==> src/rtl/pll_seq_pkg.sv <==
package pll_seq_pkg;
  typedef enum logic [1:0] {
    ST_IDLE   = 2'd0,
    ST_BYPASS = 2'd1,
    ST_RESET  = 2'd2,
    ST_LOCK   = 2'd3
  } seq_state_e;
endpackage

==> src/rtl/pll_div_encoder.sv <==
module pll_div_encoder #(
  parameter int REQ_W = 5
) (
  input  logic [REQ_W-1:0] val_i,
  output logic [REQ_W:0]   enc_o
);
  // zero leaves divider off; otherwise enable bit plus ratio v-1
  always_comb begin
    if (val_i == '0) enc_o = '0;
    else             enc_o = {1'b1, val_i - REQ_W'(1)};
  end
endmodule

==> src/rtl/pll_delay_counter.sv <==
module pll_delay_counter #(
  parameter int CNT_W = 16
) (
  input  logic             clk_i,
  input  logic             rst_ni,
  input  logic             load_i,
  input  logic [CNT_W-1:0] load_val_i,
  output logic             zero_o
);
  logic [CNT_W-1:0] cnt_q;

  always_ff @(posedge clk_i or negedge rst_ni) begin
    if (!rst_ni)           cnt_q <= '0;
    else if (load_i)       cnt_q <= load_val_i;
    else if (cnt_q != '0)  cnt_q <= cnt_q - CNT_W'(1);
  end

  assign zero_o = (cnt_q == '0);

  // an expired counter stays expired until reloaded
  a_r6_cnt_holds_zero: assert property (@(posedge clk_i) disable iff (!rst_ni)
    zero_o && !load_i |=> zero_o);
endmodule

==> src/rtl/pll_reprog_seq.sv <==
module pll_reprog_seq
  import pll_seq_pkg::*;
#(
  parameter int REQ_W            = 5,
  parameter int CNT_W            = 16,
  parameter int BYPASS_CYC       = 4,
  parameter int RESET_CYC        = 6,
  parameter int LOCK_DEFAULT_CYC = 50,
  parameter int LOCK_PER_DIV     = 20,
  parameter bit HAS_PREDIV       = 1'b1,
  parameter bit HAS_POSTDIV      = 1'b1
) (
  input  logic             clk_i,
  input  logic             rst_ni,
  input  logic             start_i,
  input  logic [REQ_W-1:0] prediv_i,
  input  logic [REQ_W-1:0] mult_i,
  input  logic [REQ_W-1:0] postdiv_i,
  output logic             pll_en_o,
  output logic             pll_en_src_o,
  output logic             pll_nrst_o,
  output logic             pll_pwrdn_o,
  output logic [REQ_W:0]   prediv_reg_o,
  output logic [REQ_W-1:0] mult_reg_o,
  output logic [REQ_W:0]   postdiv_reg_o,
  output logic             busy_o,
  output logic             done_o,
  output logic [REQ_W:0]   eff_prediv_o,
  output logic [REQ_W:0]   eff_mult_o,
  output logic [REQ_W:0]   eff_postdiv_o
);
  localparam int FW = REQ_W + 1;

  seq_state_e       state_q;
  logic [REQ_W-1:0] req_pre_q, req_mult_q, req_post_q;
  logic [REQ_W:0]   pre_enc, post_enc;
  logic [REQ_W-1:0] mult_enc;
  logic             cnt_load, cnt_zero, cfg_wr;
  logic [CNT_W-1:0] cnt_val, lock_cyc;

  pll_div_encoder #(.REQ_W(REQ_W)) u_pre_enc  (.val_i(req_pre_q),  .enc_o(pre_enc));
  pll_div_encoder #(.REQ_W(REQ_W)) u_post_enc (.val_i(req_post_q), .enc_o(post_enc));

  assign mult_enc = (req_mult_q == '0) ? '0 : req_mult_q - REQ_W'(1);
  assign lock_cyc = (req_pre_q == '0) ? CNT_W'(LOCK_DEFAULT_CYC)
                                      : CNT_W'(LOCK_PER_DIV) * CNT_W'(req_pre_q);

  always_comb begin
    cnt_load = 1'b0;
    cnt_val  = '0;
    unique case (state_q)
      ST_IDLE:   if (start_i)  begin cnt_load = 1'b1; cnt_val = CNT_W'(BYPASS_CYC); end
      ST_BYPASS: if (cnt_zero) begin cnt_load = 1'b1; cnt_val = CNT_W'(RESET_CYC);  end
      ST_RESET:  if (cnt_zero) begin cnt_load = 1'b1; cnt_val = lock_cyc;           end
      default: ;
    endcase
  end

  assign cfg_wr = (state_q == ST_BYPASS) && cnt_zero;

  pll_delay_counter #(.CNT_W(CNT_W)) u_delay (
    .clk_i      (clk_i),
    .rst_ni     (rst_ni),
    .load_i     (cnt_load),
    .load_val_i (cnt_val),
    .zero_o     (cnt_zero)
  );

  always_ff @(posedge clk_i or negedge rst_ni) begin
    if (!rst_ni) begin
      state_q      <= ST_IDLE;
      req_pre_q    <= '0;
      req_mult_q   <= '0;
      req_post_q   <= '0;
      pll_en_o     <= 1'b0;
      pll_en_src_o <= 1'b1;
      pll_nrst_o   <= 1'b1;
      pll_pwrdn_o  <= 1'b1;
      busy_o       <= 1'b0;
      done_o       <= 1'b0;
    end else begin
      done_o <= 1'b0;
      unique case (state_q)
        ST_IDLE: if (start_i) begin
          req_pre_q    <= prediv_i;
          req_mult_q   <= mult_i;
          req_post_q   <= postdiv_i;
          pll_en_o     <= 1'b0;
          pll_en_src_o <= 1'b0;
          busy_o       <= 1'b1;
          state_q      <= ST_BYPASS;
        end
        ST_BYPASS: if (cnt_zero) begin
          pll_nrst_o  <= 1'b0;
          pll_pwrdn_o <= 1'b0;
          state_q     <= ST_RESET;
        end
        ST_RESET: if (cnt_zero) begin
          pll_nrst_o <= 1'b1;
          state_q    <= ST_LOCK;
        end
        ST_LOCK: if (cnt_zero) begin
          pll_en_o <= 1'b1;
          busy_o   <= 1'b0;
          done_o   <= 1'b1;
          state_q  <= ST_IDLE;
        end
        default: state_q <= ST_IDLE;
      endcase
    end
  end

  // configuration words, written once on entry to reset
  always_ff @(posedge clk_i or negedge rst_ni) begin
    if (!rst_ni)     mult_reg_o <= '0;
    else if (cfg_wr) mult_reg_o <= mult_enc;
  end

  generate
    if (HAS_PREDIV) begin : g_pre
      always_ff @(posedge clk_i or negedge rst_ni) begin
        if (!rst_ni)     prediv_reg_o <= '0;
        else if (cfg_wr) prediv_reg_o <= pre_enc;
      end
    end else begin : g_no_pre
      assign prediv_reg_o = '0;
    end
    if (HAS_POSTDIV) begin : g_post
      always_ff @(posedge clk_i or negedge rst_ni) begin
        if (!rst_ni)     postdiv_reg_o <= '0;
        else if (cfg_wr) postdiv_reg_o <= post_enc;
      end
    end else begin : g_no_post
      assign postdiv_reg_o = '0;
    end
  endgenerate

  // effective factors, unity in bypass
  always_comb begin
    eff_prediv_o  = FW'(1);
    eff_mult_o    = FW'(1);
    eff_postdiv_o = FW'(1);
    if (pll_en_o) begin
      eff_mult_o = {1'b0, mult_reg_o} + FW'(1);
      if (prediv_reg_o[REQ_W])
        eff_prediv_o = {1'b0, prediv_reg_o[REQ_W-1:0]} + FW'(1);
      if (postdiv_reg_o[REQ_W])
        eff_postdiv_o = {1'b0, postdiv_reg_o[REQ_W-1:0]} + FW'(1);
    end
  end

  a_r2_busy_in_bypass: assert property (@(posedge clk_i) disable iff (!rst_ni)
    busy_o |-> !pll_en_o && !pll_en_src_o);

  a_r3_mult_only_in_reset: assert property (@(posedge clk_i) disable iff (!rst_ni)
    !$stable(mult_reg_o) |-> !pll_nrst_o);

  a_r3_prediv_only_in_reset: assert property (@(posedge clk_i) disable iff (!rst_ni)
    !$stable(prediv_reg_o) |-> !pll_nrst_o);

  a_r7_enable_after_release: assert property (@(posedge clk_i) disable iff (!rst_ni)
    $rose(pll_en_o) |-> pll_nrst_o && !pll_pwrdn_o);

  a_r7_done_after_busy: assert property (@(posedge clk_i) disable iff (!rst_ni)
    done_o |-> pll_en_o && !busy_o && $past(busy_o));

  a_r7_done_single: assert property (@(posedge clk_i) disable iff (!rst_ni)
    done_o |=> !done_o);

  a_r8_request_frozen: assert property (@(posedge clk_i) disable iff (!rst_ni)
    busy_o |=> $stable(req_pre_q) && $stable(req_mult_q) && $stable(req_post_q));
endmodule

==> config.mk <==
export PLATFORM = sky130hd
export DESIGN_NAME = pll_reprog_seq
export DESIGN_NICKNAME = d
export VERILOG_FILES = /design/src/rtl/pll_seq_pkg.sv /design/src/rtl/pll_div_encoder.sv /design/src/rtl/pll_delay_counter.sv /design/src/rtl/pll_reprog_seq.sv
export SDC_FILE = /design/constraint.sdc
export NUM_CORES = 1
export LEC_CHECK = 0
export BUFFER_PORTS_ARGS = -buffer_cell sky130_fd_sc_hd__buf_2
export CAP_MARGIN = 20
export CORE_ASPECT_RATIO = 1.5
export CORE_MARGIN = 1
export CORE_UTILIZATION = 56
export CTS_CLUSTER_DIAMETER = 120
export DETAILED_ROUTE_END_ITERATION = 16
export PLACE_DENSITY = 0.87
export SLEW_MARGIN = 40
export SYNTH_ARGS = -nofsm -noshare
export SYNTH_HDL_FRONTEND = slang
export SYNTH_SLANG_ARGS = --single-unit
==> constraint.sdc <==
create_clock -name clk_i -period 2.5 [get_ports clk_i]
set_input_delay 0.125 -clock clk_i [delete_from_list [all_inputs] [get_ports clk_i]]
set_output_delay 0.125 -clock clk_i [all_outputs]
set_load 0.02 [all_outputs]
==> run summary, run 1 <==
The run finished with clean final reports. With fillers left out, the area of the finished cells amounts to 3765 µm². The number of antenna violations at the first check in global routing is 0.

The first-pass GRT wire length came out at 11890 µm. The critical path starts at u_delay.cnt_q[2]$_DFFE_PN0P_. The count of fill cells added during filler insertion came out at 418. In this run, CTS created clock tree buffers numbering 5. The count of yosys warnings during synthesis is 0. At the end of the flow the core is filled with cells to between 60 and 70%.

The wire-length estimate of the detail-placed layout is 5568 µm. The most used flip-flop cell after synthesis is dfrtp_1. The violation count after the first detailed-routing iteration came out at 85. In this run the standard cell core region covers between 5000 and 6000 µm². The sum of routed wire length over all layers came out at between 7000 and 8000 µm. Summing the areas of all compound-gate instances in the mapped netlist gives 7.790% of the synthesized area.

The global placer's final weighted congestion came out at 0.9160. The library cell with the largest summed area after synthesis is dfrtp_1. The upper clock frequency limit is ~440 MHz. The kind of start point of the critical path is a flip-flop.

By area the synthesized netlist is led by dfrtp_1, mux2_2, ha_1. The total grt overflow is 0. The number of nets with antenna violations after routing came out at 0. The synthesized netlist occupies a cell area of 3244 µm². For this run, design rule violations remaining after detail routing come to 0. The initialized floorplan defines 33 standard-cell rows. The number of storage elements in the synthesis netlist came out at between 50 and 60. The simple logic cell fraction of the synthesized area came out at 18.63%. Dividing the synthesized area by the synthesized cell count gives 10.50 µm².

The synthesized design devotes to its leading area cell type between 40% and 50% of total area. The number of nets in the layout is 416. Between clock sinks in the finished design, the worst skew comes to ~6.6 ps. The number of instances resized during post-cts repair came out at 0. Setup repair after global routing left no endpoint under its margin.

In the synthesized netlist the async set-or-reset flop fraction comes to 100.0%. The area of all sequential standard cells came out at 1405 µm². The pin count of the biggest net entering global routing came out at 29. The clock net sink count came out at 56. The share of post-route cells with drive strength above 1 is 31.40%. The number of synthesized flops with an enable pin is 0. STA classifies the critical path endpoint as a flip-flop.

The number of buffers added for setup after CTS came out at 0. The signed area change from the synthesized netlist to the final layout is 16.04%. The hold path startpoint is postdiv_i[1]. Global routing used about a quarter of the available tracks across all layers.

Of the available clock period, the critical path in the final layout requires 90.15%. The final critical path time including I/O delays and setup came out at 2254 ps. The total cell area at the placement stage is between 3000 and 4000 µm².

The length of the first detailed-routing pass in iterations came out at 4. In this run the count of I/O pins placed on the die edge is 59. The height of the die is 95.22 µm. The tree is rooted in a clkbuf_8. The path class of the tightest hold or removal check is in -> reg. The total power consumption of the routed design came out at 0.004603 W.

The worst reg-to-reg setup slack is 250 ps. The total of endpoints with negative setup slack in the final report is 0. Counting every net in the synthesized netlist gives 347.

The actual slew at the worst max-slew pin is ~610 ps. The cell count after synthesis came out at 309. The maximum vdd ir drop is between 600 and 700 µV. The tool flagged a number of max-cap violations equal to 0. The power per cell area came out at 1223 nW/µm². The data required time at the worst endpoint came out at 2700 ps.

The horizontal die dimension is around 64 µm. The number of vias in the routed layout is 2663. The library cells used most frequently in the layout, excluding fill and tap cells, are buf_2, dfrtp_1, nor2_1, mux2_2, ha_1. The total of buffers placed on input and output ports came out at 58. The worst register-to-register path begins at u_delay.cnt_q[2]$_DFFE_PN0P_. The final hold violation count came out at 0.

In this run the number of H-tree levels came out at 2. For this design the static power due to leakage is 1.853 nW. The die area came out at ~6100 µm². The adder and majority cell fraction of the synthesized area is 7.944%. TritonCTS built the clock tree. The biggest fanout along the worst timing path is 6.

The leading cell type in the layout, fill and taps excluded is buf_2. The number of global-route vias before repair is 2663. Data on the critical path arrives at its endpoint at 2460 ps. The area occupied by multi-input gates is 1744 µm². The count of distinct cell types in the synthesized netlist is 46.

Measured against the total synthesized area, the mux share comes to 12.38%. For the worst-skew pair, the clock arrives at the later sink with an insertion delay of around 320 ps. The max-slew headroom at the worst pin is 59.03%.

The initial utilization of the core area, before any placement, comes to 58.64%. Setup total negative slack on the finished layout was measured at 0 ps. The critical path is of the reg -> reg type. In the final routed layout, each cell accounts on average for ~16 µm. The sequential element share of the synthesized area is between 40% and 50%. The number of slew-limit violations in the final report came out at 0. Counting along the longest clock path gives a buffer depth of 2. The clock-pin slew on the worst setup and hold paths came out at 100 ps. By area, the combinational part of the netlist is dominated by simple AND/OR/NAND/NOR gates. The repair_antennas step left the layout with diodes totalling 0. Of the total synthesized cell area, the portion taken by XOR and XNOR cells is 7.019%. The via density per instance came out at between 5 and 6.
## cells in the mapped netlist (all sizes together) (3+ instances only)
cell type	n
and2	7
nand2	12
a21oi	10
nor4	6
a21o	3
dfrtp	53
or3b	3
nand4	6
nor3	9
nand2b	3
dfstp	3
clkbuf	3
o22ai	8
nor2	34
mux2	31
inv	18
or4	6
xor2	11
ha	19
mux2i	3
xnor2	15
o21ai	10
or3	4
or2	3
nand3	12
## state kept, by name, summed over array words and instances, names as in the netlist, 2 cells and up
signal	count
postdiv_reg_o	6
prediv_reg_o	6
req_post_q	5
req_pre_q	5
req_mult_q	5
u_delay.cnt_q	16
state_q	2
mult_reg_o	5
## cell families after synthesis
logic type	after synthesis
compound gates	40
mux	34
flops	56
fa+ha+maj	20
simple gates	110
xor+xnor	26
buf+inv	23
## final cells by class
cell class / count / area share (%)
flip-flops and latches: 56 / 37.32
well taps: 70 / 2.326
clock buffers: 6 / 2.193
multi-input cells: 230 / 46.33
repair buffers: 67 / 9.571
inverters: 18 / 1.795
clock inverters: 2 / 0.4653
## through the flow
step / cells / setup slack (ps) / hold WS, ps
after floorplan: 309 / 359.4 / -170.6
after CTS: 449 / 252.0 / 30.75
after global placement: 440 / 340.7 / 52.13
after detailed placement: 440 / 259.1 / 63.42
after global routing: 449 / 156.1 / 26.75
final: 449 / 246.2 / 31.09
## per-layer routing
metal  GRT usage, %  up-vias  part of all wire (%)
met4          13.89        0                   3.1
met3          2.990       22                   4.5
met2          47.87      100                    54
met1          28.10     1303                    38
li1               -     1238                     -
met5              0        -                     0
## critical path, cell delays in order, from the launching register on
cell	delay, ps
dfrtp_1	440
or4_1	670
nor4_4	480
a2bb2oi_2	210
mux2_1	340
## report_power, final
part,switching (W),internal (W),leakage [nW]
Combinational,0.00126,0.00108,1.10
Sequential,0.000462,0.00126,0.704
Clock,0.000307,0.000233,0.0522
Total,0.00202,0.00258,1.85
## path summary, 6_finish.rpt
kind | to | cells after the start
min in group asynchronous | u_delay.cnt_q[12]$_DFFE_PN0P_ | 2
worst max register to register | state_q[1]$_DFFE_PN0P_ | 4
worst min-delay path | req_post_q[1]$_DFFE_PN0P_ | 2
worst min register to register | pll_pwrdn_o$_DFFE_PN1P_ | 1
worst max-delay path | state_q[1]$_DFFE_PN0P_ | 4
max in group asynchronous | prediv_reg_o[1]$_DFFE_PN0P_ | 3
## repair_timing
action / 4_1_cts / 5_1_grt
setup endpoints to repair: 0 / 0
hold endpoints to repair: 12 / 0
hold buffers: 1 / 0
Power figures use the tool's default switching activity.
==> run 2: changes to the inputs <==
--- a/config.mk
+++ b/config.mk
@@ -7,12 +7,14 @@
 export LEC_CHECK = 0
 export BUFFER_PORTS_ARGS = -buffer_cell sky130_fd_sc_hd__buf_2
 export CAP_MARGIN = 20
+export CELL_PAD_IN_SITES_DETAIL_PLACEMENT = 1
+export CELL_PAD_IN_SITES_GLOBAL_PLACEMENT = 2
 export CORE_ASPECT_RATIO = 1.5
 export CORE_MARGIN = 1
-export CORE_UTILIZATION = 56
+export CORE_UTILIZATION = 38
 export CTS_CLUSTER_DIAMETER = 120
 export DETAILED_ROUTE_END_ITERATION = 16
-export PLACE_DENSITY = 0.87
+export PLACE_DENSITY = 0.91
 export SLEW_MARGIN = 40
 export SYNTH_ARGS = -nofsm -noshare
 export SYNTH_HDL_FRONTEND = slang
==> constraint.sdc (replaced) <==
create_clock -name clk_i -period 2.65 [get_ports clk_i]
set_input_delay 0.1325 -clock clk_i [delete_from_list [all_inputs] [get_ports clk_i]]
set_output_delay 0.1325 -clock clk_i [all_outputs]
set_load 0.02 [all_outputs]
==> run summary, run 2 (synthesis gave the netlist of run 1 again) <==
The flip-flop count of the largest register after layout is 16. Summed over all cells, the static leakage comes to about 1.9 nW. The number of instances resized during post-cts repair is 0.

TritonCTS built the clock tree. The power share of the sequential group is a little over a third. The initial utilization of the core area, before any placement, comes to 39.77%. The library cell used most frequently in the layout, excluding fill and tap cells, is buf_2.

The hold path startpoint is prediv_i[4]. The final hold violation count came out at 0. In this run, placement finished with an instance count of 474. The number of cells on the worst reg-to-reg path came out at 4. The switching power is approximately 0.0020 W. The number of hold buffers added after cts came out at 0. In the final layout, the share of cells above drive strength 1 is 31.22%. The clock net sink count is 56. The cell at the root of the clock tree is clkbuf_16.

The sum of routed wire length over all layers is 8169 µm. The global placer's final weighted congestion came out at 0.7956. The critical path is of the reg -> reg type. The reported max-cap violation count is 0. The number of global-route vias before repair is about 2800. The post-route DRC violation count came out at 0. The part of the total power dissipated in combinational logic is 49.2%. The first TritonRoute pass finished after 4 iterations.

Of the total power, the share spent switching nets is 43.08%. In this run the critical register-to-register path is captured at u_delay.cnt_q[3]$_DFFE_PN0P_. The period utilization came out at between 80% and 90%. The total area inside the core boundary comes to ~8000 µm².

The clock network is responsible for 15.0% of the overall power. The number of antenna violations at the first check in global routing came out at 0. Setup repair after global routing left no endpoint under its margin. The floorplan has 40 rows. The violation count after the first detailed-routing iteration came out at 63. The final non-filler cell total is 483. The average wire length per cell after detail routing is 16.91 µm. The total cell area at the placement stage is 3691 µm². The height of the die is 115.2 µm. For the worst-skew pair, the clock arrives at the later sink with an insertion delay of 300 ps. The worst hold margin came out at approximately 61 ps.

The hold path depth is 2. The routed layout has 2593 vias. The number of nets with antenna violations after routing is 0. On the final layout, the worst clock skew is 7.330 ps. The run finished with clean final reports. The number of slew-limit violations in the final report is 0.

The maximum vdd ir drop is 530.6 µV. The clock-pin slew on the worst setup and hold paths came out at 70 ps. Leaving out fill and tap cells, the most frequent cells in the layout are buf_2, dfrtp_1, nor2_1, mux2_2, ha_1. The number of nets in the layout is slightly above 400. The final critical path time including I/O delays and setup came out at 2208 ps. The biggest fanout along the worst timing path came out at 6. Relative to the synthesized area, the layout overhead comes to 18.78%. The power per cell area came out at 1187 nW/µm². The worst reg2reg path startpoint is u_delay.cnt_q[2]$_DFFE_PN0P_. The internal power of the cells totals 0.002604 W. Data on the critical path is required at its endpoint by 2860 ps. STA classifies the critical path endpoint as a flip-flop. The via density per instance is ~5.4.

The horizontal die dimension came out at between 70 and 80 µm. The first-pass GRT wire length is about 14000 µm. Counting flops per register, the top entry is u_delay.cnt_q. The arrival time at the worst endpoint came out at 2420 ps. Global routing consumed, over all layers together, roughly 20% of the routing resources.

The pin count of the biggest net entering global routing is 57. Counting the buffers created by CTS gives 5. The die area came out at 8919 µm². The total of endpoints with negative setup slack in the final report came out at 0. The max-slew headroom at the worst pin is about 57%.

The repair_antennas step left the layout with diodes totalling 0. The largest buffer count on any clock path is 2. The worst setup path is launched from a flip-flop.

Detailed placement finished with a half-perimeter wire length of 6151 µm. The total negative slack is 0 ps. The largest registers in the layout are u_delay.cnt_q: 16 flops, postdiv_reg_o: 6 flops, prediv_reg_o: 6 flops. The number of H-tree branching levels is 2.

The total grt overflow came out at 0. The worst reg-to-reg setup slack came out at 440 ps. For this run, the top clock speed supported by timing is 452.9 MHz. The number of buffers added for setup after CTS came out at 0. At the pin with the least slew margin, the transition time is 649.5 ps. The worst hold path terminates at req_pre_q[4]$_DFFE_PN0P_. The post-route cell area came out at 3854 µm².

The min-delay analysis places its worst path in the category in -> reg. The total of buffers placed on input and output ports is 58. The total power consumption of the routed design came out at 0.004575 W. The number of top-level design ports came out at 59.
[run 2: cell count changes in the layout (fill, tap and decap cells not counted)]
cell,previous run,this run
clkbuf_16,0,5
clkbuf_8,6,1
buf_4,8,6
clkinv_2,0,2
inv_6,2,0
buf_6,0,1
[run 2: worst max-delay path, cell delays in order (launching register included)]
cell and delay, ps:
dfrtp_1 440, or4_1 680, nor3_1 440, nand4_1 320
o22ai_1 250
[run 2: power by group through the flow]
stage               logic, W  registers [W]  clock network, W
floorplan            0.00158        0.00164                 0
global placement     0.00219        0.00162                 0
detailed placement   0.00226        0.00165                 0
CTS                  0.00228        0.00164          0.000702
global route         0.00250        0.00170          0.000729
finish               0.00225        0.00163          0.000688
[run 2: worst max path at each step]
stage / start / end / slack [ps] / cells after the start
2_1_floorplan: u_delay.cnt_q[2]$_DFFE_PN0P_ / state_q[1]$_DFFE_PN0P_ / 510 / 5
3_3_place_gp: u_delay.cnt_q[12]$_DFFE_PN0P_ / mult_reg_o[3]$_DFFE_PN0P_ / 500 / 4
3_5_place_dp: u_delay.cnt_q[9]$_DFFE_PN0P_ / prediv_reg_o[5]$_DFFE_PN0P_ / 450 / 4
4_1_cts: u_delay.cnt_q[9]$_DFFE_PN0P_ / prediv_reg_o[5]$_DFFE_PN0P_ / 440 / 4
5_1_grt: req_pre_q[0]$_DFFE_PN0P_ / u_delay.cnt_q[1]$_DFFE_PN0P_ / 200 / 7
6_report: u_delay.cnt_q[2]$_DFFE_PN0P_ / u_delay.cnt_q[3]$_DFFE_PN0P_ / 440 / 4
[run 2: stage by stage]
step	util, %	setup WS (ps)
CTS	47.07	440.4
finish	47.24	441.9
global route	47.24	203.2
global placement	45.25	502.6
floorplan	-	509.4
detailed placement	45.25	453.0
[run 2: cell type report]
class                           instances  area [µm²]
Inverter                               18       67.56
Timing Repair Buffer                   66       356.6
Fill cell                             916        4304
Clock buffer                            6       138.9
Tap cell                              105       131.4
Clock inverter                          2       10.01
Sequential cell                        56        1405
Multi-Input combinational cell        230        1744
[run 2: per-layer routing]
layer,vias up,wire [µm],track usage [%]
li1,1230,-,-
met2,67,4472,36.76
met3,19,314,3.571
met4,0,210,7.925
met5,-,0,0
met1,1277,3170,21.60
==> run 3: changes to the inputs <==
--- a/config.mk
+++ b/config.mk
@@ -11,10 +11,10 @@
 export CELL_PAD_IN_SITES_GLOBAL_PLACEMENT = 2
 export CORE_ASPECT_RATIO = 1.5
 export CORE_MARGIN = 1
-export CORE_UTILIZATION = 38
+export CORE_UTILIZATION = 35
 export CTS_CLUSTER_DIAMETER = 120
 export DETAILED_ROUTE_END_ITERATION = 16
-export PLACE_DENSITY = 0.91
+export PLACE_DENSITY = 0.86
 export SLEW_MARGIN = 40
 export SYNTH_ARGS = -nofsm -noshare
 export SYNTH_HDL_FRONTEND = slang
==> constraint.sdc (replaced) <==
create_clock -name clk_i -period 2.28 [get_ports clk_i]
set_input_delay 0.114 -clock clk_i [delete_from_list [all_inputs] [get_ports clk_i]]
set_output_delay 0.114 -clock clk_i [all_outputs]
set_load 0.02 [all_outputs]
==> run summary, run 3 (synthesis gave the netlist of run 1 again) <==
The flow ran to the end, and the final reports show no timing, DRC or antenna violations. The total of endpoints with negative setup slack in the final report came out at 0. The period utilization is 95.99%. STA puts the critical path data required time at between 2000 and 2500 ps. The pin count of the biggest net entering global routing came out at 32. The number of global-route vias before repair was 3001. In this run the standard cell core region covers ~8900 µm². The max-slew headroom at the worst pin came out at 53.83%. The power per cell area came out at 1380 nW/µm². The setup slack of the critical path after layout is ~91 ps.

Summing all multi-input logic gate instances after layout gives about 1800 µm². The die area is 9666 µm². The via density per instance came out at 5.298. The number of CTS-inserted buffers came out at 5. The number of vias in the routed layout came out at 2649. The initial standard-cell utilization of the core is 36.32%.

The clock-pin slew on the worst setup and hold paths came out at 80 ps. The detailed placer's ending HPWL came out at 6670 µm. The library cells used most frequently in the layout, excluding fill and tap cells, are buf_2, dfrtp_1, nor2_1, mux2_2, ha_1.

The biggest fanout along the worst timing path came out at 8. The number of H-tree branching levels came out at 2. The height of the die is 119.9 µm.

The horizontal die dimension came out at 80.61 µm. The register with the most flip-flops in the layout has 16 of them. The global placer's final weighted congestion is 0.8022. The diode insertion count for antenna repair came out at 0.

In this design, the stage delay of the slowest critical-path cell is ~670 ps. The leading cell type in the layout, fill and taps excluded is buf_2. From synthesis to final layout, the design area changed by 22.18%.

The count of fill cells added during filler insertion came out at 1045. The average wire length per cell after detail routing came out at 16.84 µm. The largest registers in the layout are u_delay.cnt_q: 16 flops, postdiv_reg_o: 6 flops, prediv_reg_o: 6 flops. Summed over all failing endpoints, the final setup total negative slack is 0 ps.

The maximum vdd ir drop came out at 664.4 µV. The setup path with the least slack is of type reg -> reg. The number of nets in the layout came out at 427. The upper clock frequency limit is between 400 and 500 MHz.

The worst slack at placement came out at 104.9 ps. The category of cells accounting for the largest share of critical-path delay is simple AND/OR/NAND/NOR gates. The violation count after the first detailed-routing iteration is 58.

The CTS tree is done. The reported max-cap violation count is 0. The reported leakage power is between 1.5 and 2 nW. Counting both buffers and inverters, the worst setup path holds a total of 1. Summed over all layers, the routed wires come to 8419 µm.

STA classifies the critical path startpoint as a flip-flop. The detail route stage leaves a number of antenna-violating nets equal to 0. The floorplan has 42 rows.

The first-pass GRT wire length came out at 14410 µm. The insertion delay to the later sink of the worst-skew pair is about 300 ps. The share of post-route cells with drive strength above 1 came out at roughly a third.

Counting I/O delays and the setup requirement, the final critical path takes 2189 ps. At the worst endpoint, the arrival time is 2370 ps. For this design, the slowest cell found on the critical path is or4_1. The number of slew-limit violations in the final report is 0. The overall global routing resource usage came out at 19.40%.

The number of antenna violations at the first check in global routing is 0. No sink is reached through more buffers than the 2 on the longest clock path. At the pin with the least slew margin, the transition time is 692.6 ps. The area of all sequential standard cells is 1405 µm². The cell sitting at the root of the clock tree is a clkbuf_16. After global routing the overflow that remains totals 0. The nature of the critical path endpoint is a flip-flop. The tightest min-delay check is of the in -> reg type. The clock net sink count came out at 56.

Setup repair after global routing left no endpoint under its margin. The final hold violation count came out at 0. The total of buffers placed on input and output ports came out at 58. For this run, the detailed router's first-pass iteration total came to 4. The critical path goes through or4_1 > nor4_4 > buf_4 > nor2_1 > o32a_1. On the final layout, the worst clock skew is 7.860 ps. u_delay.cnt_q holds more flip-flops than any other register. The number of top-level design ports is 59. For this run, design rule violations remaining after detail routing come to 0.
run 3: power breakdown:
group / total (W) / internal, W / switching, W
Combinational: 0.00281 / 0.00130 / 0.00151
Sequential: 0.00188 / 0.00139 / 0.000484
Clock: 0.000786 / 0.000412 / 0.000373
run 3: layout make-up:
class / instances / area share [%]
Multi-Input combinational cell: 230 / 44.16
Sequential cell: 56 / 35.45
Timing Repair Buffer: 78 / 11.49
Tap cell: 110 / 3.472
Clock buffer: 5 / 3.157
Inverter: 18 / 1.705
Clock inverter: 3 / 0.5682
run 3: per-stage QoR:
step / std cells / utilization, % / total power, W / hold WS (ps) / area [µm²]
floorplan: 309 / - / 0.003735 / -181.6 / 3244
global placement: 490 / 42.31 / 0.004567 / 200.6 / 3780
detailed placement: 490 / 42.31 / 0.004691 / 202.6 / 3780
CTS: 499 / 44.08 / 0.005516 / 34.30 / 3938
global route: 500 / 44.37 / 0.005909 / 37.04 / 3964
finish: 500 / 44.37 / 0.005469 / 37.72 / 3964
run 3: layer usage:
layer,track usage [%],wire [µm],up-vias,share of wire (%)
met5,0,0,-,0
met4,7.143,198,0,2.4
met3,3.118,269,15,3.2
met2,36.60,4767,54,57
met1,20.99,3184,1321,38
li1,-,-,1259,-
run 3: worst paths after layout:
kind | startpoint | endpoint | slack [ps] | depth (start not counted)
min | postdiv_i[0] | req_post_q[0]$_DFFE_PN0P_ | 40 | 2
min reg2reg | pll_pwrdn_o$_DFFE_PN1P_ | pll_pwrdn_o$_DFFE_PN1P_ | 500 | 1
max | u_delay.cnt_q[3]$_DFFE_PN0P_ | state_q[0]$_DFFE_PN0P_ | 90 | 5
max in group asynchronous | rst_ni | u_delay.cnt_q[6]$_DFFE_PN0P_ | 1160 | 3
min in group asynchronous | rst_ni | pll_en_o$_DFFE_PN0P_ | 400 | 2
max reg2reg | u_delay.cnt_q[3]$_DFFE_PN0P_ | state_q[0]$_DFFE_PN0P_ | 90 | 5
run 3: repair_timing:
action,CTS,global route
hold buffers,1,0
setup endpoints to repair,0,8
endpoints found under the hold margin,26,0
resized for setup,0,1
buffers inserted,0,1
